**src/rtl/poison_regfile_pkg.sv**
```systemverilog
package poison_regfile_pkg;

  // Write strobes that the control half hands to the storage half.
  typedef struct packed {
    logic commit;   // perform a write to the destination
    logic poison;   // the written entry carries the poison tag
  } wrStrobe_t;

  // How the control half classified the current operation.
  typedef enum logic [1:0] {
    OUT_IDLE    = 2'd0,
    OUT_WRITE   = 2'd1,
    OUT_FATAL   = 2'd2,
    OUT_SERVICE = 2'd3
  } opOutcome_t;

endpackage

```
**src/rtl/poison_regfile_ctrl.sv**
```systemverilog
module poison_regfile_ctrl
  import poison_regfile_pkg::*;
#(
  parameter int ADDR_W = 4
) (
  input  logic              clk,
  input  logic              rst,
  input  logic              opValid,
  input  logic              opSpec,
  input  logic              wrEn,
  input  logic [ADDR_W-1:0] dst,
  input  logic              fatalFault,
  input  logic              resumeFault,
  input  logic              srcPoisonA,
  input  logic              srcPoisonB,
  output logic              fatalExc,
  output logic              serviceReq,
  output wrStrobe_t         strobe
);

  logic       anySrcPoison;
  logic       dstIsZero;
  opOutcome_t outcome;

  assign anySrcPoison = srcPoisonA | srcPoisonB;
  assign dstIsZero    = (dst == '0);

  // Classification, highest priority first.
  always_comb begin
    outcome = OUT_IDLE;
    if (opValid) begin
      if (!opSpec && (anySrcPoison || fatalFault)) begin
        outcome = OUT_FATAL;
      end else if (resumeFault) begin
        outcome = OUT_SERVICE;
      end else if (wrEn) begin
        outcome = OUT_WRITE;
      end
    end
  end

  always_comb begin
    fatalExc      = (outcome == OUT_FATAL);
    serviceReq    = (outcome == OUT_SERVICE);
    strobe.commit = (outcome == OUT_WRITE) && !dstIsZero;
    strobe.poison = opSpec && (fatalFault || anySrcPoison);
  end

  // exceptions are mutually exclusive
  p_one_exception_r6: assert property (@(posedge clk) disable iff (rst)
    !(fatalExc && serviceReq));

  // speculative operations never raise a fatal exception
  p_spec_no_fatal_r3: assert property (@(posedge clk) disable iff (rst)
    (opValid && opSpec) |-> !fatalExc);

  // no write-back when a fatal exception is raised
  p_no_commit_fatal_r4: assert property (@(posedge clk) disable iff (rst)
    fatalExc |-> !strobe.commit);

  // an idle port raises nothing and writes nothing
  p_idle_quiet_r11: assert property (@(posedge clk) disable iff (rst)
    !opValid |-> (!fatalExc && !serviceReq && !strobe.commit));

  // a resumable fault never writes back
  p_service_no_write_r6: assert property (@(posedge clk) disable iff (rst)
    (opValid && resumeFault) |-> !strobe.commit);

endmodule

```
**src/rtl/poison_regfile_dp.sv**
```systemverilog
module poison_regfile_dp
  import poison_regfile_pkg::*;
#(
  parameter int NUM_REGS = 16,
  parameter int DATA_W   = 32,
  parameter int ADDR_W   = 4
) (
  input  logic              clk,
  input  logic              rst,
  input  wrStrobe_t         strobe,
  input  logic [ADDR_W-1:0] dst,
  input  logic [DATA_W-1:0] result,
  input  logic [ADDR_W-1:0] srcA,
  input  logic [ADDR_W-1:0] srcB,
  input  logic [ADDR_W-1:0] chkAddr,
  output logic [DATA_W-1:0] rdDataA,
  output logic [DATA_W-1:0] rdDataB,
  output logic              rdPoisonA,
  output logic              rdPoisonB,
  output logic              chkPoison
);

  logic [DATA_W-1:0] dataQ   [NUM_REGS];
  logic [NUM_REGS-1:0] poisonQ;
  logic [DATA_W-1:0] wrData;

  // A poisoned entry never keeps the faulting result.
  assign wrData = strobe.poison ? '0 : result;

  for (genvar i = 0; i < NUM_REGS; i++) begin : g_entry
    if (i == 0) begin : g_zero
      assign dataQ[i]   = '0;
      assign poisonQ[i] = 1'b0;
    end else begin : g_reg
      logic hit;
      assign hit = strobe.commit && (dst == ADDR_W'(i));
      always_ff @(posedge clk) begin
        if (rst) begin
          dataQ[i]   <= '0;
          poisonQ[i] <= 1'b0;
        end else if (hit) begin
          dataQ[i]   <= wrData;
          poisonQ[i] <= strobe.poison;
        end
      end
    end
  end

  // Out-of-range indices read as a clean zero.
  always_comb begin
    rdDataA   = '0;
    rdDataB   = '0;
    rdPoisonA = 1'b0;
    rdPoisonB = 1'b0;
    chkPoison = 1'b0;
    if (int'(srcA) < NUM_REGS) begin
      rdDataA   = dataQ[srcA];
      rdPoisonA = poisonQ[srcA];
    end
    if (int'(srcB) < NUM_REGS) begin
      rdDataB   = dataQ[srcB];
      rdPoisonB = poisonQ[srcB];
    end
    if (int'(chkAddr) < NUM_REGS) begin
      chkPoison = poisonQ[chkAddr];
    end
  end

  // a committed write lands with the requested poison tag
  p_write_tag_r2: assert property (@(posedge clk) disable iff (rst)
    (strobe.commit && int'(dst) < NUM_REGS) |=>
      (poisonQ[$past(dst)] == $past(strobe.poison)));

  // a poisoned entry holds zero data
  p_poison_zero_r3: assert property (@(posedge clk) disable iff (rst)
    (strobe.commit && strobe.poison && int'(dst) < NUM_REGS) |=>
      (dataQ[$past(dst)] == '0));

  // without a commit strobe the poison tags hold
  p_hold_r11: assert property (@(posedge clk) disable iff (rst)
    !strobe.commit |=> $stable(poisonQ));

endmodule

```
**src/rtl/poison_regfile.sv**
```systemverilog
module poison_regfile
  import poison_regfile_pkg::*;
#(
  parameter int NUM_REGS = 16,
  parameter int DATA_W   = 32,
  localparam int ADDR_W  = $clog2(NUM_REGS)
) (
  input  logic              clk,
  input  logic              rst,
  input  logic              opValid,
  input  logic              opSpec,
  input  logic [ADDR_W-1:0] srcA,
  input  logic [ADDR_W-1:0] srcB,
  input  logic [ADDR_W-1:0] dst,
  input  logic              wrEn,
  input  logic [DATA_W-1:0] result,
  input  logic              fatalFault,
  input  logic              resumeFault,
  input  logic              chkValid,
  input  logic [ADDR_W-1:0] chkAddr,
  output logic [DATA_W-1:0] rdDataA,
  output logic [DATA_W-1:0] rdDataB,
  output logic              rdPoisonA,
  output logic              rdPoisonB,
  output logic              fatalExc,
  output logic              serviceReq,
  output logic              recoverReq
);

  wrStrobe_t strobe;
  logic      poisonA;
  logic      poisonB;
  logic      chkPoison;

  poison_regfile_dp #(
    .NUM_REGS (NUM_REGS),
    .DATA_W   (DATA_W),
    .ADDR_W   (ADDR_W)
  ) u_dp (
    .clk       (clk),
    .rst       (rst),
    .strobe    (strobe),
    .dst       (dst),
    .result    (result),
    .srcA      (srcA),
    .srcB      (srcB),
    .chkAddr   (chkAddr),
    .rdDataA   (rdDataA),
    .rdDataB   (rdDataB),
    .rdPoisonA (poisonA),
    .rdPoisonB (poisonB),
    .chkPoison (chkPoison)
  );

  poison_regfile_ctrl #(
    .ADDR_W (ADDR_W)
  ) u_ctrl (
    .clk         (clk),
    .rst         (rst),
    .opValid     (opValid),
    .opSpec      (opSpec),
    .wrEn        (wrEn),
    .dst         (dst),
    .fatalFault  (fatalFault),
    .resumeFault (resumeFault),
    .srcPoisonA  (poisonA),
    .srcPoisonB  (poisonB),
    .fatalExc    (fatalExc),
    .serviceReq  (serviceReq),
    .strobe      (strobe)
  );

  assign rdPoisonA  = poisonA;
  assign rdPoisonB  = poisonB;
  assign recoverReq = chkValid && chkPoison;

  // register 0 never reads as poisoned
  p_r0_clean_r8: assert property (@(posedge clk) disable iff (rst)
    (srcA == '0) |-> (!rdPoisonA && rdDataA == '0));

  // a check without a request never asks for recovery
  p_chk_idle_r7: assert property (@(posedge clk) disable iff (rst)
    !chkValid |-> !recoverReq);

  // the cycle after reset nothing is poisoned
  p_reset_clean_r1: assert property (@(posedge clk)
    $past(rst) |-> (!rdPoisonA && !rdPoisonB));

endmodule

```
**config.mk**
```make
export PLATFORM = sky130hd
export DESIGN_NAME = poison_regfile
export DESIGN_NICKNAME = d
export VERILOG_FILES = /design/src/rtl/poison_regfile_pkg.sv /design/src/rtl/poison_regfile_ctrl.sv /design/src/rtl/poison_regfile_dp.sv /design/src/rtl/poison_regfile.sv
export SDC_FILE = /design/constraint.sdc
export NUM_CORES = 1
export LEC_CHECK = 0
export ABC_CLOCK_PERIOD_IN_PS = 2600
export BUFFER_PORTS_ARGS = -buffer_cell sky130_fd_sc_hd__buf_2
export CAP_MARGIN = 0
export CORE_AREA = 3 3 203 403
export CTS_CLUSTER_SIZE = 14
export DETAILED_ROUTE_END_ITERATION = 6
export DIE_AREA = 0 0 206 406
export GPL_TIMING_DRIVEN = 0
export SYNTH_ARGS = -nofsm -noshare
export SYNTH_HDL_FRONTEND = slang
export SYNTH_SLANG_ARGS = --single-unit
```
**constraint.sdc**
```tcl
create_clock -name clk -period 2.6 [get_ports clk]
set_input_delay 0.13 -clock clk [delete_from_list [all_inputs] [get_ports clk]]
set_output_delay 0.13 -clock clk [all_outputs]
set_load 0.02 [all_outputs]
```
## Yosys cells after proc, flatten, opt, wreduce, memory -nomap -nowiden

Cells that the tools add are included.

- Register bits after elaboration: 495
- Input bits: 56
- Output and inout bits: 69
- Logic and storage cells: 96

- $lt $le $gt $ge: 5
- Eq/ne operators: 18
- Multiplexer cells: 17
- Bitwise gates (word level): 3
- Reductions and logical operators: 23

Operator list:

| kind | count |
|---|---|
| 32-bit binary-select mux with 4-bit select | 2 |
| 32-bit two-way mux | 5 |
| 4-bit equality test, second input constant | 8 |
| 1-bit logical AND | 19 |
| 4-bit by 3-bit equality test with 1-bit output, second input constant | 4 |
| 4-bit by 5-bit less-than comparator with 1-bit output, second input constant | 3 |
| 1-bit binary-select mux with 4-bit select | 3 |
| 5-bit greater-or-equal comparator, second input constant | 2 |
| 4-bit NOT with 5-bit output | 2 |
| 4-bit by 2-bit equality test with 1-bit output, second input constant | 2 |
| 2-bit two-way mux | 3 |
| 2-bit equality test, second input constant | 2 |
| 4-bit by 1-bit equality test with 1-bit output, second input constant | 1 |
| 4-bit zero test | 1 |
| 1-bit two-way mux | 4 |
| 2-bit by 1-bit equality test with 1-bit output, second input constant | 1 |
| 1-bit zero test | 2 |
| 1-bit logical OR | 1 |
| 1-bit OR | 1 |

## Longest topological paths before layout

- Depth after elaboration: 10
- Depth in mapped cells: 11
- Depth with buffers taken out: 6

## By module

A second synthesis with hierarchy kept.

- Cells, all modules: 2973
- Area, all modules: 25289.3 um2

By module, submodules not included:

| module | times used | cells each | area each (um2) |
|---|---|---|---|
| poison_regfile_dp | 1 | 2965 | 25229.2 |
| poison_regfile_ctrl | 1 | 7 | 53.8 |
| poison_regfile | 1 | 1 | 6.3 |

## Worst setup path before layout

No wires, ideal clock.

- Kind: input -> output
- Start: in srcB[2]
- End: out rdDataB[10]
- Arrival: 2.266 ns
- Required time: 2.470 ns
- Slack: 0.204 ns
- Stages on the path: 6
- Path buffers: 4
- Cell sequence: buf_2 buf_1 clkbuf_1 buf_1 mux4_2 mux4_2

- Cells in the longest elaborated chain, start to end: 4

RTL lines:

| what | line | source |
|---|---|---|
| from (decl) | poison_regfile.sv:13 | `input logic [ADDR_W-1:0] srcB,` |
| 4-bit NOT with 5-bit output (implied by the code) | poison_regfile_dp.sv:61 | `rdDataB = dataQ[srcB];` |
| 32-bit binary-select mux with 4-bit select | poison_regfile_dp.sv:61 |  |
| 32-bit two-way mux (implied by the code) (2 in a row) | poison_regfile_dp.sv:61 |  |
| to (decl) | poison_regfile.sv:22 | `output logic [DATA_W-1:0] rdDataB,` |

Every way passes these cells. The select of a mux whose other input is x is not followed.

## Final worst setup path

- Start: reg u_dp.poisonQ[2]
- End: reg u_dp.dataQ[20] in the netlist's numbering

- Cells in the longest elaborated chain, start to end: 10

RTL lines:

| what | line | source |
|---|---|---|
| from (decl) | poison_regfile_dp.sv:24 | `logic [NUM_REGS-1:0] poisonQ;` |
| from (signal, indexed assignment) | poison_regfile_dp.sv:43 | `poisonQ[i] <= strobe.poison;` |
| 1-bit binary-select mux with 4-bit select (on tied branches) | poison_regfile_dp.sv:58, poison_regfile_dp.sv:62 |  |
| 1-bit two-way mux (on tied branches) | poison_regfile_dp.sv:58, poison_regfile_dp.sv:62 |  |
| 1-bit OR (*) | poison_regfile_ctrl.sv:25 | `assign anySrcPoison = srcPoisonA \| srcPoisonB;` |
| 1-bit logical OR (*) | poison_regfile_ctrl.sv:32, poison_regfile_ctrl.sv:46 |  |
| 1-bit logical AND | poison_regfile_ctrl.sv:32 | `if (!opSpec && (anySrcPoison \|\| fatalFault)) begin` |
| 2-bit two-way mux | poison_regfile_ctrl.sv:32 |  |
| 2-bit two-way mux | poison_regfile_ctrl.sv:31 | `if (opValid) begin` |
| 2-bit by 1-bit equality test with 1-bit output | poison_regfile_ctrl.sv:45 | `strobe.commit = (outcome == OUT_WRITE) && !dstIsZero;` |
| 1-bit logical AND | poison_regfile_ctrl.sv:45 |  |
| 1-bit logical AND | poison_regfile_dp.sv:36 | `assign hit = strobe.commit && (dst == ADDR_W'(i));` |
| to (signal, indexed assignment) | poison_regfile_dp.sv:42 | `dataQ[i] <= wrData;` |
| to (decl) | poison_regfile_dp.sv:23 | `logic [DATA_W-1:0] dataQ [NUM_REGS];` |

Mark *: on every way between the ends. The rest lies on a longest branch, timed or not. The select of a mux whose other input is x is not followed.
A chain may end at the register's enable or synchronous reset.

==> results.txt <==
- Share of cells above drive strength 1: between 30% and 40%
- For this run, the number of Yosys warnings is 0.
- In this run, synthesis inferred 0 flip-flops with an integrated enable.
* Post-route setup slack: -0.0349 ns
- In the global route stage, overall resource usage came out at 26.0%.
- Detailed-router iteration count before antenna repair: 6
* Final Cycle Share: 101%
- Count of inserted antenna diode cells: 0
- Register bit total from synthesis: 495
* Total power: 0.0164 W
- Routed vias: around 21k
- Clk buf depth: 3
- Crit path launch type: flip-flop
* Root buf cell: clkbuf_16
* Count of cell types in the netlist: 36
- The biggest area contributor in the post-synthesis netlist is dfxtp_1.
- Sequential elements use 35.9% of the synthesized area.
* Dominant synthesized flop cell: dfxtp_1
* TritonCTS clock tree: yes
- Power spread over the standard cell area amounts to 512 nW/µm².
- Clock tree synthesis found a total of just under 500 sinks.
- The run finished, with violations left.
- For this run, design rule violations remaining after detail routing come to 0.
- The checks that failed: negative setup slack.
* Count of buffers inserted at the top-level ports: 118
- Total Die Area: 83600 µm²
- Derived from the worst setup path, the maximum achievable clock frequency is 380 MHz.
* Post-Synthesis Cells: 2248
- Clock buffers created by TritonCTS: 46
* Max IR drop VDD: 0.000428 V
* Worst hold-check path type: primary input to flip-flop
- Clock-pin transition on the worst setup and hold timing paths: about 0.070 ns
- The count of pins over their slew limit came to 0.
* Number of hold-slack violations in the final timing report: 0
- On the critical path, the stage with the largest delay is an instance of o21ai_2.
* Post-detailed-route count of antenna-violating nets: 0
- Netlist Area Pre-Place: 27600 µm²
* Setup slack after placement: -1.78 ns
- CP delay by family, top: compound AO/OA/AOI/OAI gates
- Compared with the post-synthesis result, the final layout area differs by 16.4%.
* RSZ-0062 raised after global routing: true
- 125 I/O pins were placed.
- Per-cell routed wire length: 31.8 µm
- Of the post-synthesis cell area, the dominant cell type holds 35.9%.
* Count of nets after finishing: 2513
* Top post-synthesis cells by area: dfxtp_1 36%, mux4_2 21%, mux2i_1 18%
- Final Critical Period: 2.63 ns
* Sort of element at the end of the critical path: flip-flop
- Endpoint required time on the critical path: 3.11 ns
* Final design utilization: roughly 40%
- The worst setup path is of the flip-flop to flip-flop kind.
- Initial antenna violation count: 1
- The congestion estimate from routability-driven global placement came to between 0.9 and 1.
* Number of vias per cell: 5.92
- The later pin in the worst-skew pair is clocked with a latency of 0.60 ns.
- Along the worst hold path, the cell count comes to 4.
* Maximum number of pins on one net before global-route repair: 15
- Leftover overflow at the end of global routing: 0
* Via count of the first global-routing pass: 22.2k
- Counting flops with an async set or reset pin after synthesis yields a share of 0%.
- Post-layout instance count excluding filler cells: 3525
- The floorplan step set the die height to 406 µm.
- Rel. slew slack: 13.2%
- The critical path goes through nor4bb_1 -> a221oi_2 -> o22ai_2 -> a21oi_4 -> buf_12 -> o21ai_2 -> buf_4 -> mux2i_1.
- Summed over all layers, the routed wires come to 112000 µm.
- Half-perimeter wire length after placement: around 81000 µm
- CTS built an H-tree with a depth of 2.
- Logic depth of the worst register-to-register path: 8
* Placed instance count: between 3k and 4k
- Leak pwr: 14.5 nW
* Hold WS: 0.0191 ns
- Syn nets: 2304
* CP Max Fanout: 10
- For this configuration, the core starts out at a cell density of 34.8%.
- After synthesis, the mean cell area works out to 12.3 µm².
- STA puts the critical path data arrival time at 3.15 ns.
- The largest single stage delay on the critical path is 0.57 ns.
- First-pass GRT wire length: 156000 µm
- Placement Rows: 146
- WP buf/inv: 2
- Max capacitance violation total: 0
- Instance count on the critical path: 8
* Die boundary width: between 200 and 250 µm
- Slew at the pin with the worst max-slew slack: between 1 and 1.5 ns
- Clock Skews: 0.0249 ns
* Core region area: 79300 µm²
- Starting DRT DRC Count: between 1.5k and 2k
* Final setup violating endpoints: 19
repair_timing:
action,in CTS,in global routing
resized for setup,224,87
gates cloned,1,9
buffers inserted,18,13
hold buffers,2,0
setup endpoints to repair,509,412
pin swaps,9,2
hold endpoints to repair,10,0
registers in the layout, summed over array words and instances (netlist names):
name,flops
u_dp.poisonQ,15
u_dp.dataQ,480
synthesized netlist by cell type (16+ instances only):
| cell | number |
|---|---|
| dfxtp_1 | 495 |
| mux2i_1 | 484 |
| nand2b_1 | 484 |
| mux4_2 | 262 |
| clkbuf_1 | 108 |
| mux2_2 | 86 |
| a22o_1 | 64 |
| nor2b_1 | 57 |
| buf_2 | 42 |
| buf_1 | 35 |
| o21ai_2 | 31 |
| buf_6 | 29 |
| buf_4 | 16 |
worst paths after layout:
kind	slack, ns	end	start
worst max-delay path	-0.03	u_dp.dataQ[20]$_SDFFE_PP0P_	u_dp.poisonQ[2]$_SDFFE_PP0P_
worst min-delay path	0.02	u_dp.dataQ[347]$_SDFFE_PP0P_	result[27]
worst max register to register	-0.03	u_dp.dataQ[20]$_SDFFE_PP0P_	u_dp.poisonQ[2]$_SDFFE_PP0P_
worst min register to register	0.49	u_dp.dataQ[27]$_SDFFE_PP0P_	u_dp.dataQ[27]$_SDFFE_PP0P_
worst register-to-register path, stage by stage, from the launching register on:
cell	delay, ns
dfxtp_1	0.40
nor4bb_1	0.30
a221oi_2	0.07
o22ai_2	0.27
a21oi_4	0.08
buf_12	0.15
o21ai_2	0.58
buf_4	0.46
mux2i_1	0.24
cell usage in the layout, fill, tap and decap left out, types with 4 or more instances in the layout:
cell / netlist / layout
buf_2: 42 / 142
clkinv_2: 0 / 9
clkbuf_16: 0 / 51
mux2i_1: 484 / 483
clkbuf_1: 108 / 83
mux4_2: 262 / 262
o21ai_4: 0 / 9
clkbuf_2: 0 / 21
dfxtp_2: 0 / 7
o21ai_2: 31 / 25
nand2b_1: 484 / 484
a22o_1: 64 / 64
buf_6: 29 / 49
mux2_2: 86 / 86
nor3_1: 4 / 4
buf_12: 0 / 16
buf_4: 16 / 62
o2111ai_4: 8 / 10
dfxtp_1: 495 / 488
nand2_1: 7 / 7
clkbuf_4: 0 / 6
nor2b_1: 57 / 57
clkbuf_8: 0 / 17
cells by family after synthesis:
| kind of cell | after synthesis | synth area share, % |
|---|---|---|
| muxes | 832 | 42.5 |
| DFF | 495 | 35.9 |
| AOI/OAI and AO/OA | 124 | 4.47 |
| buffers and inverters | 233 | 4.37 |
| and+or+nand+nor | 564 | 12.7 |
where the power goes:
part           internal [W]  leakage [nW]  switching (W)  total [W]
Combinational      0.000589          9.74        0.00112    0.00171
Sequential          0.00759          3.99      0.0000128    0.00761
Clock               0.00391         0.750        0.00320    0.00711
per-stage QoR:
| step | TNS, ns | instance area (µm²) |
|---|---|---|
| floorplan | 0 | 27600 |
| global route | -4.20 | 32100 |
| global placement | -297.50 | 29500 |
| CTS | -0.286 | 31600 |
| finish | -0.339 | 32100 |
| detailed placement | -315.90 | 29500 |
layer usage:
layer	track usage (%)	part of all wire [%]	up-vias
li1	-	-	8644
met1	26.6	34	10600
met2	46.3	51	1117
met3	4.02	5.7	473
met4	20.8	9.4	0
met5	0	0	-
layout make-up:
| class | count | area (µm²) |
|---|---|---|
| buffer | 230 | 1680 |
| timing repair buffer | 161 | 1080 |
| inverter | 3 | 11.3 |
| sequential | 495 | 9920 |
| tap | 1036 | 1300 |
| multi-input combinational | 1520 | 16600 |
| clock inverter | 12 | 113 |
| clock buffer | 68 | 1400 |
| fill | 7545 | 47200 |
(Power assumes the default switching activity.)
